[src/rtl/stl_pkg.sv]
package stl_pkg;

    localparam int SAMPLE_W   = 24;
    localparam int HALF_SLOTS = 32;
    localparam int SLOT_W     = $clog2(2 * HALF_SLOTS);
    localparam int PAIR_W     = 2 * SAMPLE_W;

    typedef logic [SLOT_W-1:0] slot_t;

    localparam slot_t SLOT_L_FIRST = slot_t'(1);
    localparam slot_t SLOT_L_LAST  = slot_t'(SAMPLE_W);
    localparam slot_t SLOT_L_PAD   = slot_t'(SAMPLE_W + 1);
    localparam slot_t SLOT_R_LEAD  = slot_t'(HALF_SLOTS);
    localparam slot_t SLOT_R_FIRST = slot_t'(HALF_SLOTS + 1);
    localparam slot_t SLOT_R_LAST  = slot_t'(HALF_SLOTS + SAMPLE_W);
    localparam slot_t SLOT_R_PAD   = slot_t'(HALF_SLOTS + SAMPLE_W + 1);
    localparam slot_t SLOT_TOP     = slot_t'(2 * HALF_SLOTS - 1);

    typedef enum logic [2:0] {
        ST_IDLE,
        ST_LEAD_L,
        ST_DATA_L,
        ST_PAD_L,
        ST_LEAD_R,
        ST_DATA_R,
        ST_PAD_R
    } tx_state_e;

endpackage

[src/rtl/stl_clkgen.sv]
module stl_clkgen
    import stl_pkg::*;
#(
    parameter int SUBBANDS = 32
) (
    input  logic  clk,
    input  logic  rst_n,
    input  logic  bit_en,
    output logic  sclk,
    output logic  ws,
    output logic  fsync,
    output logic  rise,
    output slot_t slot,
    output slot_t next_slot
);

    localparam int FCNT_W = (SUBBANDS > 1) ? $clog2(SUBBANDS) : 1;
    localparam logic [FCNT_W-1:0] LAST_FRAME = FCNT_W'(SUBBANDS - 1);

    logic              running_q;
    logic              sclk_q;
    logic              rise_q;
    slot_t             slot_q;
    logic [FCNT_W-1:0] frame_q;

    // the slot entered on the next enable; the first enable starts slot 0
    assign next_slot = running_q ? slot_q + slot_t'(1) : '0;

    always_ff @(posedge clk) begin
        if (!rst_n) begin
            running_q <= 1'b0;
            sclk_q    <= 1'b1;
            rise_q    <= 1'b0;
            slot_q    <= '0;
            frame_q   <= '0;
        end else begin
            rise_q <= bit_en;
            if (bit_en) begin
                running_q <= 1'b1;
                slot_q    <= next_slot;
                sclk_q    <= 1'b0;
                if (running_q && slot_q == SLOT_TOP) begin
                    frame_q <= (frame_q == LAST_FRAME) ? '0 : frame_q + 1'b1;
                end
            end else begin
                sclk_q <= 1'b1;
            end
        end
    end

    assign sclk  = sclk_q;
    assign ws    = slot_q[SLOT_W-1];
    assign fsync = running_q && (frame_q == '0);
    assign rise  = rise_q;
    assign slot  = slot_q;

endmodule

[src/rtl/stl_tx.sv]
module stl_tx
    import stl_pkg::*;
(
    input  logic                clk,
    input  logic                rst_n,
    input  logic                bit_en,
    input  slot_t               next_slot,
    input  logic [SAMPLE_W-1:0] smp_left,
    input  logic [SAMPLE_W-1:0] smp_right,
    output logic                sd
);

    tx_state_e           state_q;
    tx_state_e           state_d;
    logic [PAIR_W-1:0]   shreg_q;
    logic                bit_q;

    // next-state logic, taken only on a bit enable
    always_comb begin
        state_d = state_q;
        unique case (state_q)
            ST_IDLE:   state_d = ST_LEAD_L;
            ST_LEAD_L: state_d = ST_DATA_L;
            ST_DATA_L: state_d = (next_slot == SLOT_L_PAD)   ? ST_PAD_L  : ST_DATA_L;
            ST_PAD_L:  state_d = (next_slot == SLOT_R_LEAD)  ? ST_LEAD_R : ST_PAD_L;
            ST_LEAD_R: state_d = ST_DATA_R;
            ST_DATA_R: state_d = (next_slot == SLOT_R_PAD)   ? ST_PAD_R  : ST_DATA_R;
            ST_PAD_R:  state_d = (next_slot == '0)           ? ST_LEAD_L : ST_PAD_R;
            default:   state_d = ST_IDLE;
        endcase
    end

    // state register
    always_ff @(posedge clk) begin
        if (!rst_n) begin
            state_q <= ST_IDLE;
        end else if (bit_en) begin
            state_q <= state_d;
        end
    end

    // pair latch and shifter
    always_ff @(posedge clk) begin
        if (!rst_n) begin
            shreg_q <= '0;
            bit_q   <= 1'b0;
        end else if (bit_en) begin
            if (state_d == ST_LEAD_L) begin
                shreg_q <= {smp_left, smp_right};
                bit_q   <= 1'b0;
            end else if (state_d == ST_DATA_L || state_d == ST_DATA_R) begin
                bit_q   <= shreg_q[PAIR_W-1];
                shreg_q <= {shreg_q[PAIR_W-2:0], 1'b0};
            end else begin
                bit_q   <= 1'b0;
            end
        end
    end

    // outputs
    always_comb begin
        unique case (state_q)
            ST_DATA_L, ST_DATA_R: sd = bit_q;
            default:              sd = 1'b0;
        endcase
    end

endmodule

[src/rtl/stl_rx.sv]
module stl_rx
    import stl_pkg::*;
(
    input  logic                clk,
    input  logic                rst_n,
    input  logic                rise,
    input  slot_t               slot,
    input  logic                sd_in,
    output logic [SAMPLE_W-1:0] word_left,
    output logic [SAMPLE_W-1:0] word_right,
    output logic                valid
);

    logic [SAMPLE_W-1:0] acc_l_q;
    logic [SAMPLE_W-1:0] acc_r_q;
    logic [SAMPLE_W-1:0] out_l_q;
    logic [SAMPLE_W-1:0] out_r_q;
    logic                valid_q;
    logic                in_left;
    logic                in_right;

    assign in_left  = (slot >= SLOT_L_FIRST) && (slot <= SLOT_L_LAST);
    assign in_right = (slot >= SLOT_R_FIRST) && (slot <= SLOT_R_LAST);

    always_ff @(posedge clk) begin
        if (!rst_n) begin
            acc_l_q <= '0;
            acc_r_q <= '0;
            out_l_q <= '0;
            out_r_q <= '0;
            valid_q <= 1'b0;
        end else begin
            valid_q <= 1'b0;
            if (rise) begin
                if (in_left) begin
                    acc_l_q <= {acc_l_q[SAMPLE_W-2:0], sd_in};
                end
                if (in_right) begin
                    acc_r_q <= {acc_r_q[SAMPLE_W-2:0], sd_in};
                end
                if (slot == SLOT_R_LAST) begin
                    out_l_q <= acc_l_q;
                    out_r_q <= {acc_r_q[SAMPLE_W-2:0], sd_in};
                    valid_q <= 1'b1;
                end
            end
        end
    end

    assign word_left  = out_l_q;
    assign word_right = out_r_q;
    assign valid      = valid_q;

endmodule

[src/rtl/stereo_link.sv]
module stereo_link
    import stl_pkg::*;
#(
    parameter int SUBBANDS = 32
) (
    input  logic                clk,
    input  logic                rst_n,
    input  logic                bit_en,
    input  logic [SAMPLE_W-1:0] tx_left,
    input  logic [SAMPLE_W-1:0] tx_right,
    input  logic                rx_sd,
    output logic                sclk,
    output logic                ws,
    output logic                tx_sd,
    output logic                fsync,
    output logic [SAMPLE_W-1:0] rx_left,
    output logic [SAMPLE_W-1:0] rx_right,
    output logic                rx_valid
);

    slot_t w_slot;
    slot_t w_next_slot;
    logic  w_rise;

    stl_clkgen #(
        .SUBBANDS (SUBBANDS)
    ) u_clkgen (
        .clk       (clk),
        .rst_n     (rst_n),
        .bit_en    (bit_en),
        .sclk      (sclk),
        .ws        (ws),
        .fsync     (fsync),
        .rise      (w_rise),
        .slot      (w_slot),
        .next_slot (w_next_slot)
    );

    stl_tx u_tx (
        .clk       (clk),
        .rst_n     (rst_n),
        .bit_en    (bit_en),
        .next_slot (w_next_slot),
        .smp_left  (tx_left),
        .smp_right (tx_right),
        .sd        (tx_sd)
    );

    stl_rx u_rx (
        .clk        (clk),
        .rst_n      (rst_n),
        .rise       (w_rise),
        .slot       (w_slot),
        .sd_in      (rx_sd),
        .word_left  (rx_left),
        .word_right (rx_right),
        .valid      (rx_valid)
    );

endmodule

[config.mk]
export PLATFORM = sky130hd
export DESIGN_NAME = stereo_link
export DESIGN_NICKNAME = d
export VERILOG_FILES = /design/src/rtl/stl_pkg.sv /design/src/rtl/stl_clkgen.sv /design/src/rtl/stl_tx.sv /design/src/rtl/stl_rx.sv /design/src/rtl/stereo_link.sv
export SDC_FILE = /design/constraint.sdc
export NUM_CORES = 1
export LEC_CHECK = 0
export BUFFER_PORTS_ARGS = -buffer_cell sky130_fd_sc_hd__buf_2
export CAP_MARGIN = 0
export CORE_MARGIN = 3
export CORE_UTILIZATION = 58
export DETAILED_ROUTE_END_ITERATION = 10
export PLACE_DENSITY = 0.79
export SYNTH_ARGS = -nofsm -noshare
export SYNTH_HDL_FRONTEND = slang
export SYNTH_SLANG_ARGS = --single-unit
[constraint.sdc]
create_clock -name clk -period 2.7 [get_ports clk]
set_clock_uncertainty 0.05 [all_clocks]
set_input_delay 0.27 -clock clk [delete_from_list [all_inputs] [get_ports clk]]
set_output_delay 0.27 -clock clk [all_outputs]
set_load 0.03 [all_outputs]
==> results of run 1 <==
==> layer usage <==
metal  GRT usage  up-vias  wire [µm]
li1            -     3453          -
met1      0.3069     3296       8371
met2      0.3833      244       8650
met3     0.04758       27       1137
met4     0.08097        0        274
met5           0        -          0
==> cell type report <==
cell class | count | area (µm²) | area share
multi-input combinational | 645 | 4269 | 0.4655
sequential | 162 | 3246 | 0.3539
timing repair buffer | 136 | 785.8 | 0.08568
clock buffer | 18 | 429.2 | 0.04679
tap | 176 | 220.2 | 0.02401
clock inverter | 14 | 120.1 | 0.01310
inverter | 27 | 101.3 | 0.01105
==> synth_stat cells (all sizes together) (6+ instances only) <==
| master | n |
|---|---|
| buf | 22 |
| and2 | 6 |
| clkbuf | 65 |
| nand3 | 10 |
| inv | 27 |
| nor3b | 29 |
| ha | 7 |
| a21boi | 53 |
| a2bb2oi | 18 |
| mux2i | 54 |
| dfxtp | 162 |
| nand2 | 113 |
| a21oi | 64 |
| o21ai | 53 |
| a32o | 48 |
| nor2b | 83 |
| o22ai | 49 |
==> power breakdown <==
part	leakage, nW	total, mW	internal, mW	switching (mW)
Clock	0.268	2.25	1.21	1.04
Sequential	1.32	2.54	2.47	0.0725
Combinational	1.97	0.628	0.297	0.332
Total	3.55	5.42	3.97	1.44
==> flip-flops by register name (all words and copies together) (netlist names), 3 cells and up <==
| signal | cells |
|---|---|
| u_tx.shreg_q | 48 |
| u_rx.acc_l_q | 24 |
| u_rx.word_left | 24 |
| u_rx.word_right | 24 |
| u_rx.acc_r_q | 23 |
| u_clkgen.slot | 6 |
| u_clkgen.frame_q | 5 |
| u_tx.state_q | 3 |
==> metrics by stage <==
stage / util / hold slack [ns] / setup WS [ns] / power, mW / std cells
finish: 0.6871 / 0.05069 / 0.1709 / 5.415 / 1178
global route: 0.6871 / 0.05362 / 0.01597 / 5.625 / 1178
CTS: 0.6849 / 0.04555 / 0.06475 / 5.441 / 1175
detailed placement: 0.6437 / 0.4047 / 0.1005 / 3.198 / 1143
global placement: 0.6437 / 0.3892 / 0.1450 / 3.186 / 1143
floorplan: - / 0.3649 / 0.2480 / 3.040 / 920
==> final timing paths <==
path,startpoint,to,slack [ns],depth (start not counted)
hold reg to reg,u_rx.word_left[10]$_SDFFE_PN0P_,u_rx.word_left[10]$_SDFFE_PN0P_,0.41,2
hold / removal,tx_right[0],u_tx.shreg_q[0]$_SDFFE_PN0P_,0.05,2
setup reg to reg,u_clkgen.slot[3]$_SDFFE_PN0P_,u_tx.shreg_q[24]$_SDFFE_PN0P_,0.17,6
setup / recovery,u_clkgen.slot[3]$_SDFFE_PN0P_,u_tx.shreg_q[24]$_SDFFE_PN0P_,0.17,6
==> critical path: cells and delay by family (launching register included) <==
kind	cells	cell delay, ns
flip-flops	1	0.47
AO/OA/AOI/OAI	2	0.61
AND/OR/NAND/NOR	4	1.33
==> cells by family (layout without fill, tap and decap cells) <==
family,Yosys count,in the layout,share of synthesized area
flip-flops,162,162,0.4069
AO/OA/AOI/OAI,301,301,0.2586
XOR/XNOR,5,5,0.005494
multiplexers,54,54,0.06782
adder cells (fa/ha/maj),7,7,0.01099
AND/OR/NAND/NOR,277,278,0.1882
buffers and inverters,114,195,0.06201
==> repair_timing <==
item                                   in CTS  in global routing
setup buffers                               0                  2
endpoints found under the hold margin       0                  0
setup endpoints to repair                   0                 48
gates resized for setup                     0                  4
==> impl_metrics.yaml, run 1 <==
floorplanning:
  die_x_um: 123.2
  die_h_um: 123.2
  row_count: 42
  initial_core_util: 0.5971
  num_io_pins: 105
  dieArea_mm2: 0.01518
  core_area_mm2: 0.01335
drt:
  wirelength_mm: 18.43
  drc: 0
  drt_iter0_markers: 710
  via_count: 7020
  viasPerCell: 5.959
  routedWlPerCell_um: 15.65
  firstDrtPassIters: 5
  drtAntennaViolNets: 0
timing:
  period_needed_ns: 2.529
  grt_setup_unrepaired: "no"
  fin_crit_sh: 0.9367
  hold_viol: 0
  maxSlewViolCount: 0
  fin_setup_tns_ns: 0
  worstMarginPinSlew_ns: 0.9966
  max_freq_mhz: 395.4
  setup_viol: 0
  max_slew_margin: 0.3356
global_routing:
  grt_pass1_vias: 6230
  grt-ovfl-total: 0
  grt_pass1_wl_mm: 29.20
  grt_use_total: 0.2337
  antenna_found_initial: 0
  grt_max_degree: 71
logic_synthesis:
  yosysUniqueCellTypes: 52
  ys.flop_type: "dfxtp_1"
  async_flop_share: 0
  ys_seq_area_frac: 0.4069
  syn_area_per_cell_um2: 8.663
  synth.largest_area_cell: "dfxtp_1"
  yosysWarnings: 0
  synthesis.area_mm2: 0.007970
  synth_nets: 979
  ys_ff_latch: 162
  synth_enable_flop_cells: 0
  yosysTopAreaCellShare: 0.4069
  synth_area_leaders: "dfxtp_1, mux2i_1, nor2b_1"
  synth_cells: 920
finish:
  final_common_cell: "dfxtp_1"
  drive_gt1_frac: 0.1826
  nets: 1048
  diodes: 0
  final_cell_mix: "dfxtp_1, nand2_1, buf_2, nor2b_1, a21oi_1"
  fillCellCount: 1093
  area_delta_synth_final_pct: 15.07
  fin_area_mm2: 0.009171
worst_setup_path:
  cp-start-kind: "register"
  crit_required_ns: 3.01
  crit_type: "register to register"
  crit_chain: "nand2_4 > or4_4 > and4_1 > o21bai_1 > and3_4 > a32o_1"
  arrival_ns: 2.84
  crit_slowest_cell: "or4_4"
  crit_path_max_fanout: 24
  cp_slowest_stage_delay_ns: 0.52
  end_kind: "register"
job:
  max-cap-violations: 0
clocking:
  htreeDepth: 4
  clk_pin_slew_ns: 0.07
  numCtsBuffers: 17
  cts_buffer_depth: 2
  hold_buffers: 0
  cts-root-buf: "clkbuf_16"
  cts_tree: "yes"
  clkLatencyLatePin_ns: 0.42
  cts_sinks: 162
placed_design:
  gp_congestion: 0.9070
  portBuffers: 104
  hpwl_mm: 11.00
  place_area_mm2: 0.008592
pwr:
  p_leak_nw: 3.554
  power_density_mw_per_mm2: 590.4
  irDropWorstVdd_v: 0.0004494
hold_path:
  hold_path.class: "input port to register"
outcome:
  outcome: "completed"
Power figures use the tool's default switching activity.
==> inputs of run 2 (changes only) <==
CELL_PAD_IN_SITES_DETAIL_PLACEMENT = 1   (was not set)
CELL_PAD_IN_SITES_GLOBAL_PLACEMENT = 1   (was not set)
CORE_UTILIZATION = 44   (was 58)
==> run 2 against run 1 <==
Clock-buffer cell count is 1 lower. Sequential share of layout area is 0.75 points lower. Combinational power is 4.9% higher. First-iteration DRC count is 39% lower. Sequential cell count stayed put. Die area is 30% higher. Wire length is 20% higher. Setup slack worse by 0.052 ns. Critical endpoint is now u_tx.shreg_q[47]$_SDFFE_PN0P_. Largest power group unchanged.
==> impl_metrics.yaml, run 2 (synthesis results as in run 1) <==
worst_setup_path:
  worstReg2RegEnd: "u_tx.shreg_q[47]$_SDFFE_PN0P_"
  crit_slowest_cell: "and3_4"
  r2r_slack_ns: 0.12
  r2r-start: "u_clkgen.slot[0]$_SDFFE_PN0P_"
  crit_path_max_fanout: 24
  crit_family: "compound AO/OA/AOI/OAI gates"
  path_buf_inv: 2
  worstRegToRegCells: 8
  crit_required_ns: 3.02
  crit_chain: "buf_4 > nand3_1 > buf_4 > o211ai_1 > and2_4 > o2111a_1 > and3_4 > a32o_1"
  cpMostUsedCell: "buf_4"
  crit_type: "register to register"
  arrival_ns: 2.90
  end_kind: "register"
  cp-start-kind: "register"
  cp_slowest_stage_delay_ns: 0.47
pwr:
  p_sw_mw: 1.576
  finalPower_mw: 5.591
  p_seq_frac: 0.455
  clkPwrFrac: 0.427
  power_density_mw_per_mm2: 597.1
  p_leak_nw: 3.599
  p_comb_frac: 0.118
  irDropWorstVdd_v: 0.0004368
  switching_share: 0.2819
  internal_power_mw: 4.015
finish:
  multi_input_area_mm2: 0.004293
  fin_area_mm2: 0.009363
  fillCellCount: 2117
  regMostFlops: "u_tx.shreg_q"
  final_common_cell: "dfxtp_1"
  diodes: 0
  seq_area_mm2: 0.003243
  largest_register_ffs: 48
  nets: 1054
  drive_gt1_frac: 0.1905
  final_cell_count_no_fill: 1233
  area_delta_synth_final_pct: 17.47
  final_cell_mix: "dfxtp_1, nand2_1, buf_2, nor2b_1, a21oi_1"
global_routing:
  use_met3: 0.03596
  busiest_layer: "met2"
  grt_pass1_vias: 7319
  grt_pass1_wl_mm: 36.34
  use_met1: 0.2845
  antenna_found_initial: 0
  grt_max_degree: 57
  grt_use_total: 0.2191
  grtUsageMet2: 0.3737
  grt-ovfl-total: 0
hold_path:
  hold_start: "tx_right[0]"
  hold_depth: 2
  hold_path.class: "input port to register"
  min_to: "u_tx.shreg_q[0]$_SDFFE_PN0P_"
placed_design:
  gp_congestion: 0.8252
  place_area_mm2: 0.008725
  hpwl_mm: 13.27
  portBuffers: 104
  place_inst: 1198
timing:
  worstMarginPinSlew_ns: 1.049
  max_slew_margin: 0.3009
  fin_setup_tns_ns: 0
  max_freq_mhz: 387.5
  fin_crit_sh: 0.9558
  hold_viol: 0
  maxSlewViolCount: 0
  period_needed_ns: 2.581
  setup_viol: 0
floorplanning:
  row_count: 48
  die_x_um: 140.6
  initial_core_util: 0.4545
  core_area_mm2: 0.01754
  num_io_pins: 105
  dieArea_mm2: 0.01977
  die_h_um: 140.6
drt:
  viasPerCell: 5.861
  wirelength_mm: 22.18
  via_count: 7227
  drc: 0
  drtAntennaViolNets: 0
  firstDrtPassIters: 5
  routedWlPerCell_um: 17.99
  drt_iter0_markers: 434
clocking:
  htreeDepth: 4
  numCtsBuffers: 17
  cts-root-buf: "clkbuf_16"
  clkLatencyLatePin_ns: 0.43
  cts_tree: "yes"
  cts_buffer_depth: 2
  cts_sinks: 162
  clk_pin_slew_ns: 0.07
job:
  max-cap-violations: 0
outcome:
  outcome: "completed"
## run 2: metrics by stage
step | utilization | hold slack (ns) | worst slack [ns]
after global routing | 0.5339 | 0.05688 | -0.01911
after global placement | 0.4975 | 0.3937 | 0.1145
after floorplan | - | 0.3649 | 0.2480
final | 0.5339 | 0.07465 | 0.1194
after detailed placement | 0.4975 | 0.4049 | 0.02440
after CTS | 0.5315 | 0.05559 | 0.01853
## run 2: power by group through the flow
stage	Clock, mW	Combinational (mW)	Sequential, mW
4_1_cts	2.44	0.646	2.54
6_report	2.39	0.659	2.54
3_5_place_dp	0	0.640	2.59
5_1_grt	2.53	0.725	2.55
3_3_place_gp	0	0.623	2.59
2_1_floorplan	0	0.467	2.57
## run 2: worst max-delay path by stage
stage          slack (ns)  cells past startpoint                            end                           from
2_1_floorplan        0.25                      9  u_tx.shreg_q[38]$_SDFFE_PN0P_  u_clkgen.slot[0]$_SDFFE_PN0P_
3_3_place_gp         0.11                      7   u_tx.shreg_q[0]$_SDFFE_PN0P_  u_clkgen.slot[0]$_SDFFE_PN0P_
3_5_place_dp         0.02                      7   u_tx.shreg_q[8]$_SDFFE_PN0P_  u_clkgen.slot[0]$_SDFFE_PN0P_
5_1_grt             -0.02                      8  u_tx.shreg_q[47]$_SDFFE_PN0P_  u_clkgen.slot[0]$_SDFFE_PN0P_
6_report             0.12                      8  u_tx.shreg_q[47]$_SDFFE_PN0P_  u_clkgen.slot[0]$_SDFFE_PN0P_
4_1_cts              0.02                      7   u_tx.shreg_q[8]$_SDFFE_PN0P_  u_clkgen.slot[0]$_SDFFE_PN0P_
## run 2: repair_timing
item / 4_1_cts / 5_1_grt
gates resized for setup: 1 / 5
setup endpoints to repair: 3 / 48
hold buffers: 0 / 0
buffers inserted: 0 / 1
hold endpoints to repair: 0 / 0
cloned: 0 / 2
pin swaps: 0 / 2
## run 2: final cells by class
class	count	area share
Timing Repair Buffer	141	0.09061
Multi-Input combinational cell	646	0.4585
Tap cell	225	0.03007
Clock inverter	15	0.01817
Sequential cell	162	0.3464
Clock buffer	17	0.04544
Inverter	27	0.01082
## run 2: per-layer routing
| metal | share of wire | wire length [µm] |
|---|---|---|
| met1 | 0.45 | 10090 |
| met2 | 0.49 | 10950 |
| met3 | 0.035 | 778 |
| met4 | 0.016 | 356 |
| met5 | 0 | 0 |
==> inputs of run 3 (changes only) <==
ABC_AREA = 1   (was not set)
CORE_ASPECT_RATIO = 1.2   (was not set)
CORE_UTILIZATION = 40   (was 44)
PLACE_DENSITY = 0.78   (was 0.79)
==> run 3 against run 2 <==
Final cell count grew 9.1%. Sequential cell count is the same. Fmax grew 2.9%. Utilization shrank 3.8 points. Sequential power grew 2%. Critical path depth grew 10. Non-clock buffer count shrank 14. Wire length shrank 14%. Clock-buffer cell count grew 3. First-iteration DRC count shrank 42%. Hold slack lost 0.012 ns. Die area shrank 1.8%.
==> impl_metrics.yaml, run 3 <==
drt:
  drt_iter0_markers: 251
  drc: 0
  routedWlPerCell_um: 14.23
  viasPerCell: 5.044
  firstDrtPassIters: 5
  wirelength_mm: 19.14
  drtAntennaViolNets: 0
  via_count: 6784
logic_synthesis:
  synth.largest_area_cell: "dfxtp_1"
  synth_nets: 1094
  ys_ff_latch: 162
  muxShareOfSynthArea: 0
  synth_cells: 1035
  synth_commonest_cells: "nand2_1, nor2_1, dfxtp_1"
  synth_compound_area_frac: 0.1148
  yosysTopAreaCellShare: 0.4564
  ys_seq_area_frac: 0.4564
  synth_enable_flop_cells: 0
  yosysUniqueCellTypes: 26
  yosysWarnings: 0
  synth.most_common_cell: "nand2_1"
  synth_fa_ha_area_frac: 0.01233
  synth_top_family_by_area: "simple AND/OR/NAND/NOR gates"
  synthXorXnorAreaFrac: 0.001233
  ys.flop_type: "dfxtp_1"
  yosys.area_share.simple: 0.3134
  syn_area_per_cell_um2: 6.865
  async_flop_share: 0
  synth_area_leaders: "dfxtp_1, nand2_1, nor2_1"
  synthesis.area_mm2: 0.007106
worst_setup_path:
  end_kind: "register"
  cp_slowest_stage_delay_ns: 0.32
  crit_slowest_cell: "dfxtp_2"
  crit_family: "simple AND/OR/NAND/NOR gates"
  cp-start-kind: "register"
  crit_required_ns: 2.97
  worstRegToRegCells: 18
  crit_cells: 18
  crit_path_max_fanout: 26
  crit_type: "register to register"
  crit_chain: "buf_4 > ha_4 > nand2_2 > clkinv_1 > nand2_1 > nand3_2 > nand2_1 > nor2_4 > buf_4 > nand3_1 > nand2_2 > nor2_4 > nand3_2 > nand2_4 > nand2_8 > buf_16 > nor2_1 > nor2_1"
  path_buf_inv: 4
  arrival_ns: 2.78
pwr:
  p_sw_mw: 1.749
  p_comb_frac: 0.170
  clkPwrFrac: 0.396
  power_density_mw_per_mm2: 705.0
  p_leak_nw: 4.157
  p_seq_frac: 0.434
  irDropWorstVdd_v: 0.0004041
  switching_share: 0.2915
  internal_power_mw: 4.252
placed_design:
  hpwl_mm: 11.64
  place_area_mm2: 0.007770
  dp_slack_ns: 0.08679
  portBuffers: 104
  gp_congestion: 0.8319
floorplanning:
  row_count: 52
  die_h_um: 152
  num_io_pins: 105
  core_area_mm2: 0.01718
  initial_core_util: 0.4137
  dieArea_mm2: 0.01941
  die_x_um: 127.7
global_routing:
  grt_use_total: 0.1972
  grt_pass1_wl_mm: 32.42
  grt_pass1_vias: 6862
  antenna_found_initial: 0
  grt_max_degree: 148
  grt-ovfl-total: 0
clocking:
  cts-root-buf: "clkbuf_16"
  htreeDepth: 4
  numCtsBuffers: 17
  clk_pin_slew_ns: 0.07
  clkLatencyLatePin_ns: 0.42
  cts_sinks: 162
  cts_buffer_depth: 2
  cts_tree: "yes"
timing:
  worstMarginPinSlew_ns: 0.6194
  maxSlewViolCount: 0
  hold_viol: 0
  max_freq_mhz: 398.7
  timing.final.ws_setup_ns: 0.1919
  setup_viol: 0
  period_needed_ns: 2.508
  fin_setup_tns_ns: 0
  grt_setup_unrepaired: "yes"
  fin_crit_sh: 0.9289
  max_slew_margin: 0.5871
finish:
  final_common_cell: "nand2_1"
  nets: 1175
  final_cell_mix: "nand2_1, nor2_1, dfxtp_1, buf_2, o21ai_0"
  finish.utilization: 0.4956
  area_delta_synth_final_pct: 19.79
  diodes: 0
  drive_gt1_frac: 0.1647
  regMostFlops: "u_tx.shreg_q"
  largest_register_ffs: 48
  fillCellCount: 2287
  fin_area_mm2: 0.008512
job:
  max-cap-violations: 0
outcome:
  outcome: "completed"
hold_path:
  hold_path.class: "input port to register"
  hold_depth: 3
[run 3: cell types whose count changed after synthesis, moves of 52 or more]
cell | previous run | this run
mux2i_1 | 54 | 0
nand2_1 | 112 | 231
a21boi_0 | 52 | 0
inv_1 | 27 | 97
nor2_1 | 5 | 216
nor2b_1 | 83 | 0
[run 3: path summary, 6_finish.rpt]
| kind | start | end | slack [ns] |
|---|---|---|---|
| setup / recovery | u_clkgen.slot[1]$_SDFFE_PN0P_ | u_tx.shreg_q[8]$_SDFFE_PN0P_ | 0.19 |
| hold / removal | rx_sd | u_rx.word_right[0]$_SDFFE_PN0P_ | 0.06 |
| setup reg to reg | u_clkgen.slot[1]$_SDFFE_PN0P_ | u_tx.shreg_q[8]$_SDFFE_PN0P_ | 0.19 |
| hold reg to reg | u_rx.acc_r_q[22]$_SDFFE_PN0P_ | u_rx.acc_r_q[22]$_SDFFE_PN0P_ | 0.41 |
[run 3: worst min-delay path, cell delays in order]
cell	delay (ns)
buf_2	0.10
nor2_1	0.04
nor2_1	0.08
[run 3: final cells by class]
type	instances	area, µm²	area share
Clock buffer	20	456.7	0.05365
Inverter	104	390.4	0.04586
Sequential cell	162	3248	0.3816
Clock inverter	12	121.4	0.01426
Tap cell	216	270.3	0.03175
Timing Repair Buffer	127	815.8	0.09584
Multi-Input combinational cell	704	3209	0.3770
[run 3: per-layer routing]
metal	routed length, µm	track usage	vias up
met5	0	0	-
met4	217	0.05662	0
met3	794	0.04670	21
met2	9497	0.3343	103
met1	8633	0.2491	3219
li1	-	-	3441
[run 3: power groups by stage]
| stage | sequential [mW] | combinational, mW | clock, mW |
|---|---|---|---|
| 2_1_floorplan | 2.64 | 0.731 | 0 |
| 3_3_place_gp | 2.65 | 0.908 | 0 |
| 3_5_place_dp | 2.66 | 0.931 | 0 |
| 4_1_cts | 2.60 | 1.00 | 2.44 |
| 5_1_grt | 2.62 | 1.18 | 2.54 |
| 6_report | 2.60 | 1.02 | 2.38 |
[run 3: logic make-up after synthesis]
kind of cell / after synthesis
compound gates: 161
xor+xnor: 1
fa+ha+maj: 7
buf+inv: 169
flops: 162
simple gates: 535
[run 3: per-stage QoR]
step,hold slack [ns],total power [mW],cells
2_1_floorplan,0.3549,3.368,1035
3_3_place_gp,0.3941,3.560,1308
3_5_place_dp,0.4044,3.588,1308
4_1_cts,0.05155,6.043,1342
5_1_grt,0.08410,6.338,1345
6_report,0.06254,6.001,1345
[run 3: repair_timing]
action	in CTS	in global routing
resized for setup	7	13
endpoints found under the setup margin	1	48
gates cloned	2	1
hold buffers	0	0
setup buffers	0	2
pin swaps	1	5
